[src/rtl/sdram_seq_pkg.sv]
`timescale 1ns/1ps
package sdram_seq_pkg;
  // {cs_n, ras_n, cas_n, we_n}
  typedef enum logic [3:0] {
    CMD_MRS = 4'b0000,
    CMD_REF = 4'b0001,
    CMD_PRE = 4'b0010,
    CMD_ACT = 4'b0011,
    CMD_WR  = 4'b0100,
    CMD_RD  = 4'b0101,
    CMD_NOP = 4'b0111
  } mem_cmd_e;

  typedef enum logic [3:0] {
    ST_POWERUP, ST_IPRE, ST_IREF1, ST_IREF2, ST_IMRS,
    ST_IDLE, ST_PRE, ST_ACT, ST_COL, ST_RPRE, ST_RREF, ST_WAIT
  } seq_state_e;
endpackage

[src/rtl/sdram_refresh_timer.sv]
`timescale 1ns/1ps
module sdram_refresh_timer #(
  parameter int REFI = 1560
) (
  input  logic clk,
  input  logic rst_n,
  input  logic enable,
  input  logic ack,
  output logic pending
);
  localparam int TW = $clog2(REFI + 1);
  logic [TW-1:0] cnt;

  always_ff @(posedge clk or negedge rst_n) begin
    if (!rst_n) begin
      cnt     <= '0;
      pending <= 1'b0;
    end else begin
      if (ack) pending <= 1'b0;
      if (enable) begin
        if (cnt == TW'(REFI - 1)) begin
          cnt     <= '0;
          pending <= 1'b1;
        end else begin
          cnt <= cnt + 1'b1;
        end
      end
    end
  end

  // the interval counter wraps inside one refresh period
  assert_refi_wrap_R9: assert property (@(posedge clk) disable iff (!rst_n)
    cnt < TW'(REFI));
  // a due refresh is held until the sequencer serves it
  assert_pending_held_R9: assert property (@(posedge clk) disable iff (!rst_n)
    pending && !ack |=> pending);
endmodule

[src/rtl/sdram_row_tracker.sv]
`timescale 1ns/1ps
module sdram_row_tracker #(
  parameter int BA_W  = 2,
  parameter int ROW_W = 11
) (
  input  logic                             clk,
  input  logic                             rst_n,
  input  logic                             act_en,
  input  logic [BA_W-1:0]                  act_bank,
  input  logic [ROW_W-1:0]                 act_row,
  input  logic                             pre_en,
  input  logic                             pre_all,
  input  logic [BA_W-1:0]                  pre_bank,
  output logic [(1<<BA_W)-1:0]             open_mask,
  output logic [(1<<BA_W)-1:0][ROW_W-1:0]  open_rows
);
  localparam int NBANK = 1 << BA_W;

  for (genvar b = 0; b < NBANK; b++) begin : g_bank
    logic             is_open;
    logic [ROW_W-1:0] row_r;
    always_ff @(posedge clk or negedge rst_n) begin
      if (!rst_n) begin
        is_open <= 1'b0;
        row_r   <= '0;
      end else if (act_en && act_bank == BA_W'(b)) begin
        is_open <= 1'b1;
        row_r   <= act_row;
      end else if (pre_en && (pre_all || pre_bank == BA_W'(b))) begin
        is_open <= 1'b0;
      end
    end
    assign open_mask[b] = is_open;
    assign open_rows[b] = row_r;
  end

  // a row is never opened in a bank that already has one open
  assert_act_closed_bank_R4: assert property (@(posedge clk) disable iff (!rst_n)
    act_en |-> !open_mask[act_bank]);
endmodule

[src/rtl/sdram_rd_capture.sv]
`timescale 1ns/1ps
module sdram_rd_capture #(
  parameter int DW     = 32,
  parameter int MAX_CL = 3
) (
  input  logic          clk,
  input  logic          rst_n,
  input  logic          issue,
  input  logic          cas3,
  input  logic [DW-1:0] dq_in,
  output logic          rsp_valid,
  output logic [DW-1:0] rsp_data
);
  logic [MAX_CL:0] pipe;
  logic            tap;

  assign tap = cas3 ? pipe[MAX_CL] : pipe[MAX_CL-1];

  always_ff @(posedge clk or negedge rst_n) begin
    if (!rst_n) begin
      pipe      <= '0;
      rsp_valid <= 1'b0;
      rsp_data  <= '0;
    end else begin
      pipe      <= {pipe[MAX_CL-1:0], issue};
      rsp_valid <= tap;
      if (tap) rsp_data <= dq_in;
    end
  end

  // each read yields a single-cycle response strobe
  assert_rsp_single_R8: assert property (@(posedge clk) disable iff (!rst_n)
    rsp_valid |=> !rsp_valid);
endmodule

[src/rtl/sdram_cmd_seq.sv]
`timescale 1ns/1ps
module sdram_cmd_seq import sdram_seq_pkg::*; #(
  parameter int BA_W      = 2,
  parameter int ROW_W     = 11,
  parameter int COL_W     = 8,
  parameter int DW        = 32,
  parameter int T_RCD     = 3,
  parameter int T_RP      = 3,
  parameter int T_RFC     = 9,
  parameter int T_MRD     = 2,
  parameter int T_WR      = 2,
  parameter int REFI      = 1560,
  parameter int INIT_WAIT = 20000
) (
  input  logic                        clk,
  input  logic                        rst_n,
  input  logic                        cfg_cas3,
  input  logic                        req_valid,
  output logic                        req_ready,
  input  logic                        req_write,
  input  logic [BA_W+ROW_W+COL_W-1:0] req_addr,
  input  logic [DW-1:0]               req_wdata,
  input  logic [DW/8-1:0]             req_wmask,
  output logic                        rsp_valid,
  output logic [DW-1:0]               rsp_data,
  output logic                        mem_cs_n,
  output logic                        mem_ras_n,
  output logic                        mem_cas_n,
  output logic                        mem_we_n,
  output logic [BA_W-1:0]             mem_ba,
  output logic [ROW_W-1:0]            mem_addr,
  output logic [DW/8-1:0]             mem_dqm,
  output logic [DW-1:0]               mem_dq_out,
  output logic                        mem_dq_oe,
  input  logic [DW-1:0]               mem_dq_in
);
  // Timing parameters must be at least 2: a wait of K cycles gives a gap of K+2.
  localparam int NBANK = 1 << BA_W;
  localparam int MW    = DW / 8;
  localparam int CW    = ($clog2(INIT_WAIT + 1) > 6) ? $clog2(INIT_WAIT + 1) : 6;
  localparam logic [CW-1:0] K_RCD = CW'(T_RCD - 2);
  localparam logic [CW-1:0] K_RP  = CW'(T_RP - 2);
  localparam logic [CW-1:0] K_RFC = CW'(T_RFC - 2);
  localparam logic [CW-1:0] K_MRD = CW'(T_MRD - 2);
  localparam logic [CW-1:0] K_WR  = CW'(T_WR - 2);
  localparam logic [ROW_W-1:0] AP_BIT = ROW_W'(1) << 10;

  seq_state_e        state, ret;
  logic [CW-1:0]     cnt;
  mem_cmd_e          cmd_q;
  logic [BA_W-1:0]   ba_q;
  logic [ROW_W-1:0]  addr_q, mode_word;
  logic [MW-1:0]     dqm_q;
  logic [DW-1:0]     dq_q;
  logic              oe_q, cas3_q, run_q;
  logic              q_write;
  logic [BA_W-1:0]   q_bank;
  logic [ROW_W-1:0]  q_row;
  logic [COL_W-1:0]  q_col;
  logic [DW-1:0]     q_wdata;
  logic [MW-1:0]     q_wmask;
  logic [BA_W-1:0]   in_bank;
  logic [ROW_W-1:0]  in_row;
  logic [COL_W-1:0]  in_col;
  logic              in_open, in_hit, ref_pend;
  logic [NBANK-1:0]             open_mask;
  logic [NBANK-1:0][ROW_W-1:0]  open_rows;

  assign {in_bank, in_row, in_col} = req_addr;
  assign in_open   = open_mask[in_bank];
  assign in_hit    = in_open && (open_rows[in_bank] == in_row);
  assign req_ready = (state == ST_IDLE) && !ref_pend;

  always_comb begin
    mode_word      = '0;
    mode_word[6:4] = cfg_cas3 ? 3'd3 : 3'd2;
  end

  always_ff @(posedge clk or negedge rst_n) begin
    if (!rst_n) begin
      state  <= ST_POWERUP;
      ret    <= ST_IDLE;
      cnt    <= CW'(INIT_WAIT);
      cmd_q  <= CMD_NOP;
      ba_q   <= '0;
      addr_q <= '0;
      dqm_q  <= '0;
      dq_q   <= '0;
      oe_q   <= 1'b0;
      cas3_q <= 1'b0;
      run_q  <= 1'b0;
      q_write <= 1'b0;
      q_bank  <= '0;
      q_row   <= '0;
      q_col   <= '0;
      q_wdata <= '0;
      q_wmask <= '0;
    end else begin
      cmd_q <= CMD_NOP;
      oe_q  <= 1'b0;
      dqm_q <= '0;
      unique case (state)
        ST_POWERUP: if (cnt == '0) state <= ST_IPRE; else cnt <= cnt - 1'b1;
        ST_IPRE, ST_RPRE: begin
          cmd_q <= CMD_PRE; addr_q <= AP_BIT; cnt <= K_RP; state <= ST_WAIT;
          ret   <= (state == ST_IPRE) ? ST_IREF1 : ST_RREF;
        end
        ST_IREF1, ST_IREF2, ST_RREF: begin
          cmd_q <= CMD_REF; cnt <= K_RFC; state <= ST_WAIT;
          ret   <= (state == ST_IREF1) ? ST_IREF2 : (state == ST_IREF2) ? ST_IMRS : ST_IDLE;
        end
        ST_IMRS: begin
          cmd_q <= CMD_MRS; ba_q <= '0; addr_q <= mode_word; cas3_q <= cfg_cas3;
          run_q <= 1'b1; cnt <= K_MRD; ret <= ST_IDLE; state <= ST_WAIT;
        end
        ST_IDLE: begin
          if (ref_pend) begin
            state <= ST_RPRE;
          end else if (req_valid) begin
            q_write <= req_write; q_bank <= in_bank; q_row <= in_row; q_col <= in_col;
            q_wdata <= req_wdata; q_wmask <= req_wmask;
            state   <= in_hit ? ST_COL : (in_open ? ST_PRE : ST_ACT);
          end
        end
        ST_PRE: begin
          cmd_q <= CMD_PRE; ba_q <= q_bank; addr_q <= '0;
          cnt <= K_RP; ret <= ST_ACT; state <= ST_WAIT;
        end
        ST_ACT: begin
          cmd_q <= CMD_ACT; ba_q <= q_bank; addr_q <= q_row;
          cnt <= K_RCD; ret <= ST_COL; state <= ST_WAIT;
        end
        ST_COL: begin
          cmd_q  <= q_write ? CMD_WR : CMD_RD;
          ba_q   <= q_bank;
          addr_q <= ROW_W'(q_col);
          if (q_write) begin
            oe_q <= 1'b1; dq_q <= q_wdata; dqm_q <= ~q_wmask; cnt <= K_WR;
          end else begin
            cnt <= cas3_q ? CW'(3) : CW'(2);
          end
          ret <= ST_IDLE; state <= ST_WAIT;
        end
        ST_WAIT: if (cnt == '0) state <= ret; else cnt <= cnt - 1'b1;
        default: state <= ST_IDLE;
      endcase
    end
  end

  assign {mem_cs_n, mem_ras_n, mem_cas_n, mem_we_n} = cmd_q;
  assign mem_ba     = ba_q;
  assign mem_addr   = addr_q;
  assign mem_dqm    = dqm_q;
  assign mem_dq_out = dq_q;
  assign mem_dq_oe  = oe_q;

  sdram_refresh_timer #(.REFI(REFI)) u_refresh (
    .clk(clk), .rst_n(rst_n), .enable(run_q),
    .ack(state == ST_RREF), .pending(ref_pend)
  );

  sdram_row_tracker #(.BA_W(BA_W), .ROW_W(ROW_W)) u_rows (
    .clk(clk), .rst_n(rst_n),
    .act_en(state == ST_ACT), .act_bank(q_bank), .act_row(q_row),
    .pre_en(state == ST_PRE || state == ST_RPRE || state == ST_IPRE),
    .pre_all(state != ST_PRE), .pre_bank(q_bank),
    .open_mask(open_mask), .open_rows(open_rows)
  );

  sdram_rd_capture #(.DW(DW), .MAX_CL(3)) u_capture (
    .clk(clk), .rst_n(rst_n), .issue(state == ST_COL && !q_write),
    .cas3(cas3_q), .dq_in(mem_dq_in), .rsp_valid(rsp_valid), .rsp_data(rsp_data)
  );

  // column commands only reach a bank holding an open row
  assert_col_open_bank_R6: assert property (@(posedge clk) disable iff (!rst_n)
    (cmd_q == CMD_RD || cmd_q == CMD_WR) |-> open_mask[ba_q]);
  // column commands never request auto-precharge
  assert_col_no_autopre_R6: assert property (@(posedge clk) disable iff (!rst_n)
    (cmd_q == CMD_RD || cmd_q == CMD_WR) |-> !mem_addr[10]);
  // auto-refresh only with every bank closed
  assert_ref_all_closed_R9: assert property (@(posedge clk) disable iff (!rst_n)
    (cmd_q == CMD_REF) |-> (open_mask == '0));
  // the data bus is driven only alongside a write command
  assert_oe_with_write_R7: assert property (@(posedge clk) disable iff (!rst_n)
    mem_dq_oe |-> (cmd_q == CMD_WR));
  // after an accept, no second request is taken on the next cycle
  assert_one_in_flight_R10: assert property (@(posedge clk) disable iff (!rst_n)
    (req_valid && req_ready) |=> !req_ready);
endmodule

[config.mk]
export PLATFORM = sky130hd
export DESIGN_NAME = sdram_cmd_seq
export DESIGN_NICKNAME = d
export VERILOG_FILES = /design/src/rtl/sdram_seq_pkg.sv /design/src/rtl/sdram_refresh_timer.sv /design/src/rtl/sdram_row_tracker.sv /design/src/rtl/sdram_rd_capture.sv /design/src/rtl/sdram_cmd_seq.sv
export SDC_FILE = /design/constraint.sdc
export NUM_CORES = 1
export LEC_CHECK = 0
export BUFFER_PORTS_ARGS = -buffer_cell sky130_fd_sc_hd__buf_4
export CORE_MARGIN = 2
export CORE_UTILIZATION = 56
export CTS_CLUSTER_SIZE = 16
export DETAILED_ROUTE_END_ITERATION = 8
export PLACE_DENSITY = 0.8
export SYNTH_ARGS = -nofsm -noshare
export SYNTH_HDL_FRONTEND = slang
export SYNTH_SLANG_ARGS = --single-unit
[constraint.sdc]
create_clock -name clk -period 2.5 [get_ports clk]
set_input_delay 0.25 -clock clk [delete_from_list [all_inputs] [get_ports clk]]
set_output_delay 0.25 -clock clk [all_outputs]
set_load 0.03 [all_outputs]
## Word-level counts from Yosys, hierarchy flattened

Cells that the tools add are included.

| storage, ports and cells | value |
|---|---|
| input bits | 94 |
| word-level logic and storage cells | 139 |
| register bits after elaboration | 234 |
| output and inout bits | 88 |

| cells by class | value |
|---|---|
| reduce and logical (&&, ||, !) cells | 42 |
| order comparisons | 1 |
| add/subtract/negate cells | 2 |
| muxes and demuxes | 41 |
| eq/ne operators | 21 |
| bitwise logic cells | 2 |

Operators with widths:

| operator | count |
|---|---|
| $pmux 15 s5 | 1 |
| $pmux 11 s5 | 1 |
| $mux 4 | 8 |
| $bmux 11 s2 | 1 |
| $mux 11 | 2 |
| $mux 1 | 20 |
| $pmux 4 s5 | 1 |
| $eq 4x3->1 const B | 4 |
| $eq 4x4->1 const B | 4 |
| $pmux 4 s4 | 1 |
| $logic_not 15->1 | 1 |
| $mux 15 | 1 |
| $pmux 3 s5 | 1 |
| $reduce_bool 5->1 | 3 |
| $sub 15x1->15 const B | 1 |
| $add 11x1->11 const B | 1 |
| $eq 11x11->1 | 1 |
| $eq 11x11->1 const B | 1 |
| $logic_and 1x1->1 | 11 |
| $reduce_bool 2->1 | 5 |
| $reduce_or 3->1 | 3 |
| $reduce_or 9->1 | 1 |
| $eq 4x2->1 const B | 2 |
| $logic_or 1x1->1 | 6 |
| 20 further kinds | 28 |

## Longest topological paths before layout

Gate-level depths: netlist of run 1.

| logic depth | value |
|---|---|
| depth in word-level cells | 8 |
| mapped depth | 7 |
| gate-level depth less buffers | 7 |

## Modules after synthesis

From an unflattened synthesis of run 1, not the netlist that was laid out.

| second synthesis, totals | value |
|---|---|
| cells, all modules | 763 |
| area, all modules | 10432.5 um^2 |

Modules (own cells, without submodules):

| module | times used | cells each | seq. area each (um^2) | area an instance (um^2) |
|---|---|---|---|---|
| sdram_cmd_seq | 1 | 516 | 3415.8 | 6526.3 |
| sdram_row_tracker | 1 | 116 | 1201.2 | 1870.5 |
| sdram_rd_capture | 1 | 74 | 925.9 | 1455.1 |
| sdram_refresh_timer | 1 | 57 | 300.3 | 580.6 |

## Worst setup path after synthesis of run 1

Ideal clock, no wire load.

| timing path | value |
|---|---|
| kind | register to register |
| start | reg state[1] |
| end | reg q_wdata[15] |
| data arrival time | 2378 ps |
| slack | -3 ps |
| stages on the path, launching flop included | 8 |
| period minus slack after synthesis | 2503 ps |
| library setup time | 125 ps |
| path buffers | 3 |
| data required time | 2375 ps |
| path through | dfrtp_1 -> buf_2 -> nand2b_1 -> nor3_1 -> nand2_1 -> buf_2 -> buf_2 -> mux2_2 |

| between the ends | value |
|---|---|
| cells in the longest elaborated chain, start to end | 2 |

Ends and longest elaborated chain:

| item | line | source |
|---|---|---|
| start: declaration | sdram_cmd_seq.sv:48 | `seq_state_e state, ret;` |
| start signal: assignment | sdram_cmd_seq.sv:122 | `state <= in_hit ? ST_COL : (in_open ? ST_PRE : ST_ACT);` |
| start signal: assignment | sdram_cmd_seq.sv:144 | `ST_WAIT: if (cnt == '0) state <= ret; else cnt <= cnt - 1'b1;` |
| $eq 4x3->1 | sdram_cmd_seq.sv:102 | `unique case (state)` |
| $reduce_and 3->1 (no source line) | - |  |
| end signal: assignment | sdram_cmd_seq.sv:121 | `q_wdata <= req_wdata; q_wmask <= req_wmask;` |
| end: declaration | sdram_cmd_seq.sv:60 | `logic [DW-1:0] q_wdata;` |

No other way between the ends.
A chain may end at the register's enable or synchronous reset.

## Worst setup path in the final report of run 1

| timing path | value |
|---|---|
| start | reg state[1] |
| end | reg addr_q[1], in the netlist mem_addr[1] |

| between the ends | value |
|---|---|
| cells in the longest elaborated chain, start to end | 3 |
| elaborated cells between the ends (all ways) | 9 |
| classes of those cells | 6 x eq/ne; 1 x mux; 2 x reduce/logical |

Ends and longest elaborated chain:

| item | line | source |
|---|---|---|
| $eq 4x1->1 / $eq 4x4->1 (equally long branches) | sdram_cmd_seq.sv:102 |  |
| $reduce_or 2->1 | sdram_cmd_seq.sv:102 |  |
| $pmux 11 s5 / $reduce_bool 5->1 (equally long branches) | - |  |
| end signal: assignment | sdram_cmd_seq.sv:136 | `addr_q <= ROW_W'(q_col);` |
| end: declaration | sdram_cmd_seq.sv:52 | `logic [ROW_W-1:0] addr_q, mode_word;` |

Parallel ways exist; a longest one is shown, timed or not.

==> impl_metrics.tcl, run 1 <==
set metrics [dict create \
    cts-root-buf "clkbuf_16" \
    die-area_sq_um 18700 \
    cap_viol_max_count 0 \
    die_w_microns 137 \
    cellPowerDensity_nw_per_um2 1190 \
    critPathCaptureType "flip-flop" \
    cts_resized 0 \
    cts.sinks 233 \
    core.rowCount 48 \
    worst_ep_arrival_time_ps 2740 \
    vias 7279 \
    grt_usage_pct 27.5 \
    place_congestion 0.929 \
    cts_tree "yes" \
    ys_warn_count 0 \
    startpoint "state[1]$_DFFE_PN0P_" \
    syn_nets 819 \
    critical_path.startpoint_type "flip-flop" \
    status "completed" \
    grt_pass1_vias 7527 \
    grt_pass1_wl_microns 39300 \
    crit_type "flip-flop to flip-flop" \
    die_h_microns 137 \
    dr.pass1.iters 6 \
    fin_tns_setup_ps 0 \
    post-route-period-util_pct 93.5 \
    leakage_nw 6.34 \
    yosysUniqueCellTypes 58 \
    io_pins 182 \
    final_nets 1107 \
    layout_common_cells "dfrtp_1, buf_4, mux2_2" \
    hold_path.class "primary input to flip-flop" \
    holdPathStages 2 \
    rr_startpoint "state[1]$_DFFE_PN0P_" \
    h-tree-depth 1 \
    viasPerCell 5.80 \
    cts.clk_slew.worst_paths_ps 70 \
    ir_drop_uv 805 \
    drive_above_1_share_pct 42.8 \
    finalHoldViolCount 0 \
    synth_seq_area_share_pct 59.3 \
    syn-cell-area_sq_um 9850 \
    fmax_mhz 428 \
    design_area_sq_um 13300 \
    ys_ff_latch 233 \
    drt_wl_total_microns 25600 \
    layout_min_cycle_time_ps 2340 \
    stdcell_count 1255 \
    grt-ovfl-total 0 \
    slew_headroom_pct 54.7 \
    synth_edf_count 0 \
    dpl.hpwl_microns 15400 \
    start_util_pct 57.2 \
    avgSynthCellArea_sq_um 13.6 \
    cts_made_buffers 24 \
    tightestPinTransition_ps 670 \
    insertion_delay_ps 530 \
    rsz0062_at_grt "no" \
    clockBufferDepth 3 \
    setup_viol 0 \
    wire_per_inst_microns 20.4 \
    slew_viol_final 0 \
    ant_nets 0 \
    final_common_cell "dfrtp_1" \
    port_buffers 180 \
    postCtsSetupBuffers 0 \
    hp-start "req_addr[18]" \
    pre_cts_slack_ps 334 \
    syn_inst 723 \
    area_delta_synth_final_pct 35.3 \
    skew_ps 28.8 \
    worst_slack_ps 163 \
    synth_ff_type "dfrtp_1" \
    cp_max_fo 17 \
    holdBufCountCts 87 \
    antenna_found_initial 2 \
    postSynth.asyncResetShare_pct 100 \
    grt_start_max_net_pins 82 \
    drc 0 \
    p_total_mw 15.9 \
    critPathRequiredTime_ps 2900 \
    reg2reg_depth 7 \
    dpl_cell_area_sq_um 11700 \
    drt_first_iter_violations 454 \
    dp_cells 1122 \
    coreArea_sq_um 17200 \
]
-- through the flow --
| step | util, % | hold slack, ps |
|---|---|---|
| 6_report | 77.4 | 10.8 |
| 5_1_grt | 77.4 | 0.283 |
| 4_1_cts | 77.3 | 0.927 |
| 3_5_place_dp | 67.6 | 287 |
| 3_3_place_gp | 67.6 | 282 |
| 2_1_floorplan | - | -45.6 |
-- synth_stat cells, types with 4 or more instances --
cell type	number	area share, %
a21oi_1	19	0.97
a221oi_1	6	0.53
a222oi_1	6	0.61
and3_1	4	0.25
buf_1	10	0.38
buf_2	9	0.46
clkbuf_1	16	0.61
dfrtp_1	223	57
dfstp_2	10	2.7
inv_1	20	0.76
mux2_2	168	19
mux4_1	11	2.9
nand2_1	36	1.4
nand2b_1	5	0.32
nand3_1	11	0.56
nand4_1	9	0.57
nor2_1	34	1.3
nor3_1	11	0.56
o21ai_0	15	0.76
o221ai_1	5	0.44
xnor2_1	19	1.7
xor2_1	10	0.89
-- power by group --
part	internal, mW	switching, mW
clock	2.09	1.51
sequential	5.27	1.13
combinational	2.77	3.09
total	10.1	5.73
-- state kept, by name, indices dropped and copies added (netlist names), 8 cells and up --
signal / cells
q_row: 11
mem_addr: 11
u_capture.rsp_data: 32
mem_dq_out: 32
u_rows.g_bank.row_r: 44
u_refresh.cnt: 11
q_wdata: 32
q_col: 8
cnt: 15
-- worst paths after layout --
check                                               to  slack, ps
max reg2reg                    mem_addr[1]$_DFFE_PN0P_        160
min                              q_row[10]$_DFFE_PN0P_         10
max                            mem_addr[1]$_DFFE_PN0P_        160
max in group asynchronous           cnt[9]$_DFFE_PN1P_       1410
min reg2reg                u_capture.pipe[2]$_DFF_PN0_        360
min in group asynchronous   mem_dq_out[31]$_DFFE_PN0P_        300
-- worst max-delay path, cell delays in order, from the launching register on --
cell      delay (ps)
dfrtp_1          600
buf_4            300
nor2b_1          130
o21ai_0          400
o21ai_1          150
buf_4            210
a222oi_1         290
inv_1            120
-- per-layer routing --
| layer | global-route usage [%] | share of wire [%] | up-vias |
|---|---|---|---|
| met5 | 0 | 0 | - |
| met4 | 13.4 | 4.3 | 0 |
| met3 | 4.74 | 7.0 | 77 |
| met2 | 47.5 | 50 | 339 |
| met1 | 33.4 | 39 | 3651 |
| li1 | - | - | 3212 |
-- logic make-up after synthesis --
group | synth area share, %
adder cells (fa/ha/maj) | 0.254
multiplexers | 22.7
XOR/XNOR | 2.58
AND/OR/NAND/NOR | 6.51
other | 0.0381
AO/OA/AOI/OAI | 6.24
flip-flops | 59.3
buffers and inverters | 2.40
-- final cells by class --
cell class	instances	area, sq um
repair buffers	299	2530
clock inverters	13	133
diodes	2	5.00
inverters	20	75.1
well taps	225	282
clock buffers	30	663
flip-flops and latches	233	5840
fillers	971	3900
multi-input cells	433	3800
Power figures use the tool's default switching activity.
==> inputs of run 2 (changes only) <==
==> constraint.sdc (replaced) <==
create_clock -name clk -period 2.5 [get_ports clk]
set_input_delay 0 -clock clk [delete_from_list [all_inputs] [get_ports clk]]
set_output_delay 0 -clock clk [all_outputs]
set_load 0.03 [all_outputs]
==> run 2 against run 1 <==
Net effect:
- design area is 0.50% higher
- sequential power hardly changed
- combinational power is 0.7% higher
- hold slack better by 31 ps
- non-clock buffer count is 3 higher
- sequential cell count stayed put
- critical path type unchanged
==> impl_metrics.tcl, run 2 (synthesized netlist as in run 1, its figures left out) <==
set metrics [dict create \
    critPathCaptureType "flip-flop" \
    die_w_microns 137 \
    wire_per_inst_microns 20.6 \
    viasPerCell 5.74 \
    die_h_microns 137 \
    cellPowerDensity_nw_per_um2 1200 \
    slew_headroom_pct 51.4 \
    worst_ep_arrival_time_ps 2590 \
    start_util_pct 57.2 \
    pwr-share-clk_pct 23.7 \
    grt-ovfl-total 0 \
    place_congestion 0.904 \
    largest_register_ffs 44 \
    multi_input_area_sq_um 3800 \
    slew_viol_final 0 \
    drc 0 \
    ant_nets 0 \
    rsz0062_at_grt "no" \
    dr.pass1.iters 6 \
    cts-root-buf "clkbuf_16" \
    crit_type "flip-flop to flip-flop" \
    status "completed" \
    top_register "u_rows.g_bank.row_r" \
    area_delta_synth_final_pct 36.0 \
    cp_max_fo 6 \
    drive_above_1_share_pct 42.2 \
    setup_viol 0 \
    p_total_mw 16.1 \
    drt_first_iter_violations 592 \
    fin_util_pct 77.7 \
    worst_slack_ps 360 \
    final_nets 1111 \
    design_area_sq_um 13400 \
    port_buffers 180 \
    grt_pass1_vias 7594 \
    cts_tree "yes" \
    register_area_sq_um 5840 \
    ir_drop_uv 933 \
    power_switching_mw 5.74 \
    tightestPinTransition_ps 730 \
    use_met1_pct 34.2 \
    coreArea_sq_um 17200 \
    gr-usage-met2_pct 51.6 \
    grt_pass1_wl_microns 40400 \
    finalHoldViolCount 0 \
    pre_cts_slack_ps 380 \
    grt_start_max_net_pins 99 \
    post-route-period-util_pct 85.6 \
    cap_viol_max_count 0 \
    postCtsSetupBuffers 0 \
    share_seq_of_total_power_pct 39.7 \
    h-tree-depth 1 \
    use_met3_pct 4.52 \
    layout_common_cells "dfrtp_1, buf_4, mux2_2" \
    cts.clk_slew.worst_paths_ps 70 \
    io_pins 182 \
    fillers 966 \
    skew_ps 16.8 \
    drt_wl_total_microns 25900 \
    dpl_cell_area_sq_um 11600 \
    final_common_cell "dfrtp_1" \
    die-area_sq_um 18700 \
    layout_min_cycle_time_ps 2140 \
    whs_ps 42.3 \
    swShare_pct 35.6 \
    vias 7215 \
    power_frac_comb_pct 36.6 \
    clockBufferDepth 3 \
    antenna_found_initial 0 \
    critical_path.startpoint_type "flip-flop" \
    core.rowCount 48 \
    fmax_mhz 467 \
    grt.busiest_layer "met2" \
    stdcell_count 1258 \
    grt_usage_pct 28.1 \
    insertion_delay_ps 520 \
    critPathRequiredTime_ps 2950 \
    dp_cells 1121 \
    cts.sinks 233 \
    hold_path.class "primary input to flip-flop" \
    p_int_mw 10.4 \
    leakage_nw 6.36 \
    diodes 0 \
    dpl.hpwl_microns 15000 \
    fin_tns_setup_ps 0 \
    cts_made_buffers 25 \
]
## run 2: changes by cell type in the layout (fill, tap and decap cells not counted), sizes merged
cell	previous run	this run
buf	211	210
bufinv	2	3
clkbuf	30	38
diode	2	0
dlygate4sd3	88	92
clkinv	10	3
## run 2: what timing repair did
item                      in CTS  in global routing
hold buffers                  92                  0
hold endpoints to repair     186                  0
resized for setup              0                  0
## run 2: power by group through the flow
| stage | sequential, mW | clock (mW) | combinational, mW |
|---|---|---|---|
| 2_1_floorplan | 6.98 | 0 | 2.86 |
| 4_1_cts | 6.28 | 3.81 | 5.80 |
| 6_report | 6.39 | 3.82 | 5.90 |
| 3_3_place_gp | 6.24 | 0 | 5.52 |
| 3_5_place_dp | 6.31 | 0 | 5.64 |
| 5_1_grt | 6.54 | 4.01 | 6.29 |
## run 2: critical path, cell delays in order, from the launching register on
cell and delay (ps):
dfstp_2 390, nor4_1 560, and2_0 360, a21oi_1 130
buf_4 180, or3_1 380, nand4_1 100
## run 2: cell type report
class	instances	area share [%]
clock buffer	38	5.48
clock inverter	7	0.840
inverter	20	0.560
multi-input combinational	433	28.3
sequential	233	43.6
tap	225	2.10
timing repair buffer	302	19.1
## run 2: final timing paths
check | startpoint | end | slack (ps) | depth (start not counted)
max in group asynchronous | rst_n | cnt[11]$_DFFE_PN1P_ | 1500 | 3
min in group asynchronous | rst_n | mem_dq_out[28]$_DFFE_PN0P_ | 120 | 2
worst max-delay path | cnt[11]$_DFFE_PN1P_ | state[3]$_DFFE_PN0P_ | 360 | 6
worst min-delay path | req_valid | state[2]$_DFFE_PN0P_ | 40 | 4
worst max register to register | cnt[11]$_DFFE_PN1P_ | state[3]$_DFFE_PN0P_ | 360 | 6
worst min register to register | u_capture.pipe[1]$_DFF_PN0_ | u_capture.pipe[2]$_DFF_PN0_ | 350 | 0
## run 2: layer usage
layer / share of wire, % / vias to the layer above
met5: 0 / -
met4: 2.8 / 0
met3: 6.2 / 53
met2: 52 / 288
met1: 39 / 3653
li1: - / 3221
